===== src/rtl/rxd_pkg.sv =====
package rxd_pkg;

  typedef enum logic [1:0] {
    ST_HUNT = 2'd0,
    ST_DATA = 2'd1,
    ST_DROP = 2'd2
  } rx_state_e;

  localparam logic [7:0] SFD_OCTET   = 8'hD5;
  localparam int unsigned ADDR_OCTETS = 6;

  // serial arrival is LSB first: the newest bit enters at the top
  function automatic logic [7:0] push_bit(input logic [7:0] win, input logic b);
    return {b, win[7:1]};
  endfunction

  function automatic logic [7:0] addr_octet(input logic [47:0] a, input int unsigned k);
    return a[8*k +: 8];
  endfunction

endpackage


===== src/rtl/rxd_framer.sv =====
module rxd_framer
  import rxd_pkg::*;
(
  input  logic       clk,
  input  logic       rst_n,
  input  logic       crs,
  input  logic       rxd,
  input  logic       drop_req,
  output logic       sof,
  output logic       byte_done,
  output logic [7:0] byte_val,
  output logic       frame_end,
  output logic       crc_en,
  output logic       crc_dat
);

  rx_state_e  st;
  logic [7:0] win;
  logic [7:0] win_nxt;
  logic [2:0] bitcnt;

  always_comb begin
    win_nxt   = push_bit(win, rxd);
    sof       = (st == ST_HUNT) && crs && (win_nxt == SFD_OCTET);
    byte_done = (st == ST_DATA) && crs && (bitcnt == 3'd7);
    byte_val  = win_nxt;
  end

  always_ff @(posedge clk) begin
    if (!rst_n) begin
      st        <= ST_HUNT;
      win       <= '0;
      bitcnt    <= '0;
      frame_end <= 1'b0;
      crc_en    <= 1'b0;
      crc_dat   <= 1'b0;
    end else begin
      frame_end <= 1'b0;
      crc_en    <= 1'b0;
      if (!crs) begin
        win    <= '0;
        bitcnt <= '0;
        if (st != ST_HUNT) frame_end <= 1'b1;
        st     <= ST_HUNT;
      end else begin
        case (st)
          ST_HUNT: begin
            win <= win_nxt;
            if (sof) begin
              st     <= ST_DATA;
              bitcnt <= '0;
            end
          end
          ST_DATA: begin
            win     <= win_nxt;
            bitcnt  <= bitcnt + 3'd1;
            crc_en  <= 1'b1;
            crc_dat <= rxd;
            if (drop_req) st <= ST_DROP;
          end
          default: st <= ST_DROP;
        endcase
      end
    end
  end

  p_idle_without_carrier_r1: assert property (@(posedge clk) disable iff (!rst_n)
    !crs |=> (st == ST_HUNT));
  p_frame_end_single_r8: assert property (@(posedge clk) disable iff (!rst_n)
    frame_end |=> !frame_end);
  p_crc_needs_carrier_r10: assert property (@(posedge clk) disable iff (!rst_n)
    crc_en |-> $past(crs));

endmodule


===== src/rtl/rxd_addr_filter.sv =====
module rxd_addr_filter
  import rxd_pkg::*;
(
  input  logic        clk,
  input  logic        rst_n,
  input  logic        sof,
  input  logic        byte_done,
  input  logic [7:0]  byte_val,
  input  logic [47:0] station_addr,
  output logic        reject
);

  localparam int IW = $clog2(ADDR_OCTETS + 1);

  logic [IW-1:0] idx;
  logic          uc_ok, bc_ok, hit_uc, hit_bc, judging, last_octet;

  always_comb begin
    judging    = byte_done && (idx < IW'(ADDR_OCTETS));
    last_octet = (idx == IW'(ADDR_OCTETS - 1));
    hit_uc     = uc_ok && (byte_val == addr_octet(station_addr, int'(idx)));
    hit_bc     = bc_ok && (byte_val == 8'hFF);
    reject     = judging && last_octet && !(hit_uc || hit_bc);
  end

  always_ff @(posedge clk) begin
    if (!rst_n) begin
      idx   <= IW'(ADDR_OCTETS);
      uc_ok <= 1'b0;
      bc_ok <= 1'b0;
    end else if (sof) begin
      idx   <= '0;
      uc_ok <= 1'b1;
      bc_ok <= 1'b1;
    end else if (judging) begin
      idx   <= idx + 1'b1;
      uc_ok <= hit_uc;
      bc_ok <= hit_bc;
    end
  end

  p_reject_ends_window_r6: assert property (@(posedge clk) disable iff (!rst_n)
    reject |=> (idx == IW'(ADDR_OCTETS)));

endmodule


===== src/rtl/rxd_byte_fifo.sv =====
module rxd_byte_fifo #(
  parameter int DEPTH = 16
) (
  input  logic                     clk,
  input  logic                     rst_n,
  input  logic                     flush,
  input  logic                     wr_en,
  input  logic [7:0]               wr_data,
  input  logic                     rd_en,
  output logic [7:0]               rd_data,
  output logic [$clog2(DEPTH):0]   level,
  output logic                     full,
  output logic                     empty
);

  localparam int AW = $clog2(DEPTH);
  localparam int LW = AW + 1;

  logic [7:0]    mem [DEPTH];
  logic [AW-1:0] wptr, rptr;
  logic          do_wr, do_rd;

  function automatic logic [AW-1:0] bump(input logic [AW-1:0] p);
    return (p == AW'(DEPTH - 1)) ? '0 : p + 1'b1;
  endfunction

  always_comb begin
    full    = (level == LW'(DEPTH));
    empty   = (level == '0);
    do_wr   = wr_en && !full;
    do_rd   = rd_en && !empty;
    rd_data = mem[rptr];
  end

  always_ff @(posedge clk) begin
    if (do_wr && !flush) mem[wptr] <= wr_data;
  end

  always_ff @(posedge clk) begin
    if (!rst_n || flush) begin
      wptr  <= '0;
      rptr  <= '0;
      level <= '0;
    end else begin
      if (do_wr) wptr <= bump(wptr);
      if (do_rd) rptr <= bump(rptr);
      level <= level + LW'(do_wr) - LW'(do_rd);
    end
  end

  p_level_bound_r4: assert property (@(posedge clk) disable iff (!rst_n)
    level <= LW'(DEPTH));
  p_flush_clears_r7: assert property (@(posedge clk) disable iff (!rst_n)
    flush |=> (level == '0));

endmodule


===== src/rtl/rx_deserializer.sv =====
module rx_deserializer #(
  parameter int FIFO_DEPTH = 16,
  parameter int CNT_W      = 11
) (
  input  logic                         clk,
  input  logic                         rst_n,
  input  logic                         crs,
  input  logic                         rxd,
  input  logic [47:0]                  station_addr,
  input  logic                         rd_en,
  output logic [7:0]                   rd_data,
  output logic                         fifo_empty,
  output logic [$clog2(FIFO_DEPTH):0]  fifo_level,
  output logic [CNT_W-1:0]             byte_cnt,
  output logic                         overflow,
  output logic                         frame_end,
  output logic                         crc_en,
  output logic                         crc_dat
);

  logic       sof, byte_done, reject, fifo_full, wr_en;
  logic [7:0] byte_val;

  rxd_framer u_framer (
    .clk       (clk),
    .rst_n     (rst_n),
    .crs       (crs),
    .rxd       (rxd),
    .drop_req  (reject),
    .sof       (sof),
    .byte_done (byte_done),
    .byte_val  (byte_val),
    .frame_end (frame_end),
    .crc_en    (crc_en),
    .crc_dat   (crc_dat)
  );

  rxd_addr_filter u_filter (
    .clk          (clk),
    .rst_n        (rst_n),
    .sof          (sof),
    .byte_done    (byte_done),
    .byte_val     (byte_val),
    .station_addr (station_addr),
    .reject       (reject)
  );

  assign wr_en = byte_done && !reject;

  rxd_byte_fifo #(.DEPTH(FIFO_DEPTH)) u_fifo (
    .clk     (clk),
    .rst_n   (rst_n),
    .flush   (reject),
    .wr_en   (wr_en),
    .wr_data (byte_val),
    .rd_en   (rd_en),
    .rd_data (rd_data),
    .level   (fifo_level),
    .full    (fifo_full),
    .empty   (fifo_empty)
  );

  always_ff @(posedge clk) begin
    if (!rst_n || sof) begin
      overflow <= 1'b0;
      byte_cnt <= '0;
    end else if (reject) begin
      byte_cnt <= '0;
    end else if (wr_en) begin
      if (fifo_full) overflow <= 1'b1;
      else           byte_cnt <= byte_cnt + 1'b1;
    end
  end

  p_lost_byte_flags_r9: assert property (@(posedge clk) disable iff (!rst_n)
    (wr_en && fifo_full) |=> overflow);
  p_count_tracks_write_r5: assert property (@(posedge clk) disable iff (!rst_n)
    (wr_en && !fifo_full) |=> (byte_cnt == CNT_W'($past(byte_cnt) + 1'b1)));
  p_sof_resets_r2: assert property (@(posedge clk) disable iff (!rst_n)
    sof |=> (!overflow && byte_cnt == '0));

endmodule


===== config.mk =====
export PLATFORM = sky130hd
export DESIGN_NAME = rx_deserializer
export DESIGN_NICKNAME = d
export VERILOG_FILES = /design/src/rtl/rxd_pkg.sv /design/src/rtl/rxd_framer.sv /design/src/rtl/rxd_addr_filter.sv /design/src/rtl/rxd_byte_fifo.sv /design/src/rtl/rx_deserializer.sv
export SDC_FILE = /design/constraint.sdc
export NUM_CORES = 1
export LEC_CHECK = 0
export ABC_CLOCK_PERIOD_IN_PS = 3700
export BUFFER_PORTS_ARGS = -buffer_cell sky130_fd_sc_hd__buf_4
export CAP_MARGIN = 30
export CORE_MARGIN = 5
export CORE_UTILIZATION = 40
export DETAILED_ROUTE_END_ITERATION = 12
export HOLD_SLACK_MARGIN = 0.05
export PLACE_DENSITY = 0.64
export SLEW_MARGIN = 20
export SYNTH_ARGS = -nofsm -noshare
export SYNTH_HDL_FRONTEND = slang
export SYNTH_SLANG_ARGS = --single-unit

===== constraint.sdc =====
create_clock -name clk -period 3.7 [get_ports clk]
set_clock_uncertainty 0.1 [all_clocks]
set_input_delay 0.74 -clock clk [delete_from_list [all_inputs] [get_ports clk]]
set_output_delay 0.74 -clock clk [all_outputs]
set_load 0.01 [all_outputs]

==> flow_summary_export.csv, run 1 <==
group,metric,value,unit
run_status,status,"finished clean",
cells_and_area,final_layout_size_suffix_gt1_frac,0.3344,
worst_setup_path,critPathArrivalTime,3.65,ns
run,maxCapViolations,0,
timing,fmax,289.3,MHz
cells_and_area,multiInputGateArea,2855,µm²
drt,routed_wirelength,17220,µm
clock_network,hold_buffers,0,
worst_setup_path,r2r_start,"u_filter.idx[0]",
worst_setup_path,crit_type,"register to register",
place,globalplace.congestion,0.8421,
cells_and_area,diodes,0,
drt,wire_per_inst,19.02,µm
pwr,vdd_ir_drop_max,0.4505,mV
clock_network,post_cts_buffers,0,
synthesis,synth_edf_count,128,
pwr,p_leak,0.003424,µW
timing,tightestPinTransition,0.9505,ns
timing,period_share,0.9343,
clock_network,clock_sinks,177,
timing,finalSetupViolCount,0,
global_routing,grt_usage,0.1587,
timing,fin_setup_tns,0,ns
floorplanning,die_w,150.0,µm
drt,ant_nets,0,
pwr,p_per_area,502.9,nW/µm²
drt,drt_iter0_drc,387,
floorplanning,die_h,150.0,µm
synthesis,synth_seq_cells,177,
worst_setup_path,path_max_fanout,8,
cells_and_area,n_fill_cell,1690,
floorplanning,die-area,22510,µm²
place,place.port_buffers,81,
synthesis,async_flop_share,0,
cells_and_area,regArea,4826,µm²
clock_network,clk_pin_slew,0.07,ns
floorplanning,rows,51,
timing,period_minus_slack,3.457,ns
drt,num_vias,4783,
cells_and_area,finalNonFillerCells,905,
floorplanning,start_util,0.4044,
clock_network,post_cts_resized,0,
synthesis,synth_top_area_share,0.4900,
floorplanning,io-pin-count,82,
timing,drv_slew,0,
drt,via_per_inst,5.285,
min_path,hold_class,"register to register",
drt,drc,0,
drt,dr.pass1.iters,5,
cells_and_area,area_growth,20.85,%
synthesis,ys.flop_type,"edfxtp_1",
clock_network,cts_tree,"built",
synthesis,synth_top_area_cell,"edfxtp_1",
floorplanning,core,19400,µm²
synthesis,avgSynthCellArea,14.91,µm²
worst_setup_path,crit_path_start,"u_filter.idx[0]",
global_routing,grt_pass1_wl,27030,µm
synthesis,synth_seq_area_share,0.6150,
pwr,power,4768,µW
cells_and_area,fin_util,0.4887,
place,placedCellCount,873,
synthesis,syn_nets,596,
min_path,hp-start,"u_framer.crc_dat",
worst_setup_path,required,3.89,ns
worst_setup_path,start_kind,"register",
timing,max_slew_margin,0.3605,
synthesis,yosys-top-cells-area,"edfxtp_1, dfxtp_1, mux4_2, mux2i_1, ha_1",
timing,rsz0062_at_grt,"no",
clock_network,clk_latency,0.43,ns
worst_setup_path,cp-end-kind,"register",
cells_and_area,nets,697,
synthesis,synth.most_common_cell,"edfxtp_1",
global_routing,grt_pass1_vias,4892,
place,placed_area,8889,µm²
timing,hold_violations,0,
synthesis,ys_types,55,
place,dpl.hpwl,11890,µm
synthesis,netlist_area,7845,µm²
synthesis,synthTopCellsByCount,"edfxtp_1, dfxtp_1, nor2_1",
clock_network,clockRootBuffer,"clkbuf_16",
clock_network,cts_max_level,4,
clock_network,clock_path_buffers,2,
clock_network,numCtsBuffers,17,
synthesis,yosys_warnings,0,
global_routing,grt_overflow,0,
global_routing,grt_max_degree,43,
global_routing,antenna_found_initial,0,
synthesis,netlist_instances,526,
cells_and_area,design_area,9480,µm²
[worst max-delay path: stages, from the launching register on]
cell,delay [ns]
dfxtp_1,0.50
buf_4,0.25
mux2i_1,0.32
o21ai_0,0.12
a31oi_1,0.28
nor3_1,0.14
a21oi_4,0.19
nor3_2,0.06
ha_1,0.23
fa_1,0.41
a21oi_1,0.18
nor2_1,0.06
or3_1,0.34
nand3_1,0.09
nor2_1,0.04
[stage by stage]
step	worst slack (ns)	hold slack, ns
after floorplan	0.1417	0.3516
after global placement	0.08975	0.3573
after detailed placement	0.05856	0.3748
after CTS	0.2429	0.3855
after global routing	0.02724	0.4213
final	0.2429	0.3963
[power by group]
part / switching (µW) / internal [µW] / leakage [µW]
sequential: 65.7 / 2140 / 0.00160
combinational: 359 / 417 / 0.00154
clock: 819 / 964 / 0.000287
total: 1240 / 3520 / 0.00342
[layer usage]
metal	track usage	vias up	share of wire
met5	0	-	0
met4	0.04026	0	0.0074
met3	0.03786	12	0.048
met2	0.2602	130	0.51
met1	0.2139	2413	0.44
li1	-	2228	-
[path summary, 6_finish.rpt]
path / end / depth (start not counted) / slack [ns]
max reg2reg: u_fifo.level[4] / 14 / 0.24
max: u_fifo.level[4] / 14 / 0.24
min: u_framer.crc_dat / 2 / 0.40
min reg2reg: u_framer.crc_dat / 2 / 0.40
[placed cells by master, fill, tap and decap left out, types with 6 or more instances in the layout]
cell,instances
mux4_2,43
nand3_1,24
edfxtp_1,128
dfxtp_1,48
nor2_1,45
xor2_1,11
clkbuf_16,17
a21oi_1,14
ha_1,16
o21ai_0,9
o22ai_1,6
nand2_1,27
inv_1,10
buf_4,109
nor3_2,13
xnor2_1,12
mux2i_1,28
[registers in the layout (all words and copies together) (netlist names), 2 cells and up, named ones only]
| register | flops |
|---|---|
| u_fifo.rptr | 4 |
| u_framer.bitcnt | 3 |
| u_framer.win | 7 |
| u_fifo.level | 5 |
| u_fifo.mem | 128 |
| u_filter.idx | 3 |
| u_fifo.wptr | 4 |
| byte_cnt | 11 |
| u_framer.st | 2 |
[cell type report]
cell class                      count  area share
Tap cell                          265     0.03497
Timing Repair Buffer              110     0.08843
Inverter                           10    0.003959
Clock buffer                       17     0.04487
Clock inverter                     15     0.01755
Multi-Input combinational cell    311      0.3012
Sequential cell                   177      0.5090
[kinds of logic (layout without fill, tap and decap cells)]
logic type,Yosys count,in the layout,share of synthesized area
and+or+nand+nor,148,148,0.1051
adders and majority gates,17,17,0.02807
buffers and inverters,38,152,0.02201
DFF,177,177,0.6150
AOI/OAI and AO/OA,49,49,0.04067
muxes,74,74,0.1635
xor gates and xnor gates,23,23,0.02568
No activity file was read; power rests on OpenSTA's default activity.
==> run 2, diff against run 1 <==
ABC_CLOCK_PERIOD_IN_PS = 3500   (was 3700)
PLACE_DENSITY = 0.62   (was 0.64)
clock period = 3.5 ns   (was 3.7 ns; I/O delays follow)
==> flow_summary_export.csv, run 2 (synthesis gave the netlist of run 1 again) <==
group,metric,value,unit
floorplanning,die-area,22510,µm²
global_routing,antenna_found_initial,0,
place,place.port_buffers,81,
drt,drt_iter0_drc,233,
global_routing,grt.busiest_layer,"met2",
worst_setup_path,path_delay_family,"simple AND/OR/NAND/NOR gates",
cells_and_area,final_layout_size_suffix_gt1_frac,0.3533,
min_path,whs_endpoint,"u_framer.bitcnt[2]",
clock_network,cts_max_level,4,
place,globalplace.congestion,0.8920,
global_routing,use_met1,0.2120,
global_routing,grt_pass1_wl,27500,µm
timing,fmax,307.7,MHz
floorplanning,start_util,0.4044,
cells_and_area,area_growth,22.39,%
timing,rsz0062_at_grt,"no",
pwr,seqPwrFrac,0.461,
timing,tightestPinTransition,0.8217,ns
pwr,power_frac_comb,0.173,
timing,max_slew_margin,0.4472,
timing,period_minus_slack,3.250,ns
clock_network,numCtsBuffers,17,
pwr,p_leak,0.003496,µW
timing,hold_violations,0,
floorplanning,core,19400,µm²
global_routing,gr-usage-met2,0.2701,
worst_setup_path,start_kind,"register",
pwr,swShare,0.2672,
drt,wire_per_inst,18.83,µm
drt,routed_wirelength,17250,µm
global_routing,grtUsageMet3,0.04452,
clock_network,clk_latency,0.43,ns
pwr,clock_power_share,0.366,
worst_setup_path,cp.buffers_inverters,1,
drt,num_vias,4823,
worst_setup_path,path_max_fanout,10,
cells_and_area,design_area,9602,µm²
global_routing,grt_max_degree,43,
floorplanning,io-pin-count,82,
clock_network,clock_sinks,177,
cells_and_area,diodes,0,
drt,dr.pass1.iters,5,
worst_setup_path,reg2reg_setup_slack,0.25,ns
floorplanning,rows,51,
min_path,hold_path_depth,2,
worst_setup_path,path_cells,"buf_4 -> or2_2 -> o22ai_1 -> a21oi_1 -> o221ai_1 -> nor4_4 -> a21oi_4 -> nor3_2 -> ha_1 -> fa_2 -> a21oi_1 -> nor2_1 -> or3_1 -> nand3_1 -> nor2_1",
run_status,status,"finished clean",
cells_and_area,reg_top3,"u_fifo.mem: 128 flops, byte_cnt: 11 flops, u_framer.win: 7 flops",
clock_network,cts_tree,"built",
worst_setup_path,required,3.70,ns
drt,ant_nets,0,
worst_setup_path,crit_type,"register to register",
floorplanning,die_h,150.0,µm
min_path,hp-start,"u_framer.bitcnt[2]",
timing,period_share,0.9285,
timing,finalSetupViolCount,0,
pwr,vdd_ir_drop_max,0.3562,mV
worst_setup_path,cp-end-kind,"register",
place,dpl.hpwl,12090,µm
cells_and_area,finalNonFillerCells,916,
cells_and_area,final_common_cell,"edfxtp_1",
place,placed_area,9006,µm²
worst_setup_path,critical-path-max-stage-delay,0.36,ns
worst_setup_path,r2r_start,"u_filter.idx[0]",
timing,drv_slew,0,
cells_and_area,largest_register,"u_fifo.mem",
global_routing,grt_pass1_vias,5108,
timing,fin_setup_tns,0,ns
worst_setup_path,cpMaxStageDelayCell,"dfxtp_2",
global_routing,grt_usage,0.1612,
floorplanning,die_w,150.0,µm
pwr,switchingPower,1340,µW
worst_setup_path,r2r_cells,15,
pwr,p_per_area,522.3,nW/µm²
clock_network,clock_path_buffers,2,
place,placedCellCount,884,
clock_network,clk_pin_slew,0.07,ns
cells_and_area,nets,708,
cells_and_area,largest_reg_flops,128,
run,maxCapViolations,0,
worst_setup_path,critPathArrivalTime,3.45,ns
global_routing,grt_overflow,0,
clock_network,clockRootBuffer,"clkbuf_16",
drt,drc,0,
pwr,internal_power,3675,µW
worst_setup_path,timing.rr.end,"u_fifo.level[4]",
min_path,hold_class,"register to register",
drt,via_per_inst,5.265,
cells_and_area,final_cell_mix,"edfxtp_1, buf_4, dfxtp_1, nor2_1, mux4_2",
## run 2: cell types whose count changed in the layout (fill, tap and decap cells not counted), moves of 2 or more
| cell | previous run | this run |
|---|---|---|
| buf_4 | 109 | 118 |
| inv_6 | 4 | 2 |
| clkinv_4 | 1 | 4 |
| clkinv_8 | 1 | 3 |
| buf_12 | 1 | 3 |
| dfxtp_2 | 1 | 3 |
| clkinvlp_4 | 2 | 0 |
| dfxtp_1 | 48 | 46 |
## run 2: timing repair
action                                  CTS  global route
endpoints found under the setup margin    0             1
resized for setup                         0             4
hold buffers                              0             0
setup buffers                             0             0
## run 2: how the worst max path moves through the flow
stage | start | to | slack, ns | depth (start not counted)
final | u_filter.idx[0] | u_fifo.level[4] | 0.25 | 15
after global routing | u_filter.idx[0] | u_fifo.level[4] | 0.06 | 15
after CTS | u_filter.idx[1] | u_fifo.level[4] | 0.15 | 15
after detailed placement | station_addr[26] | u_fifo.level[4] | 0.02 | 15
after global placement | station_addr[31] | u_fifo.level[4] | 0.06 | 15
after floorplan | station_addr[26] | u_fifo.level[4] | 0.05 | 15
## run 2: cell type report
| class | instances | area [µm²] |
|---|---|---|
| Sequential cell | 177 | 4828 |
| Timing Repair Buffer | 121 | 945.9 |
| Fill cell | 1687 | 9797 |
| Multi-Input combinational cell | 311 | 2872 |
| Inverter | 10 | 37.54 |
| Clock buffer | 17 | 425.4 |
| Tap cell | 265 | 331.6 |
| Clock inverter | 15 | 161.4 |
## run 2: tightest hold or removal path: cells and delay by family (launching register included)
family	cells	cell delay (ns)
compound gates	1	0.06
simple gates	1	0.06
flops	1	0.32
## run 2: through the flow
step | setup WS (ns) | utilization | power [µW] | hold WS (ns)
after floorplan | 0.04833 | - | 2924 | 0.3516
after global placement | 0.05733 | 0.4643 | 3219 | 0.3599
after detailed placement | 0.01631 | 0.4643 | 3246 | 0.3767
after CTS | 0.1545 | 0.4945 | 5080 | 0.3795
after global routing | 0.05547 | 0.4950 | 5257 | 0.3841
final | 0.2503 | 0.4950 | 5015 | 0.3834
## run 2: power groups by stage
stage                     clock network, µW  registers [µW]  logic (µW)
after detailed placement                  0            2360         887
final                                  1830            2310         870
after floorplan                           0            2360         566
after CTS                              1880            2310         890
after global placement                    0            2360         862
after global routing                   1970            2320         966
## run 2: metal layers
metal	part of all wire	routed length [µm]	vias up
li1	-	-	2242
met1	0.45	7744	2421
met2	0.49	8478	148
met3	0.051	888	12
met4	0.0078	135	0
met5	0	0	-
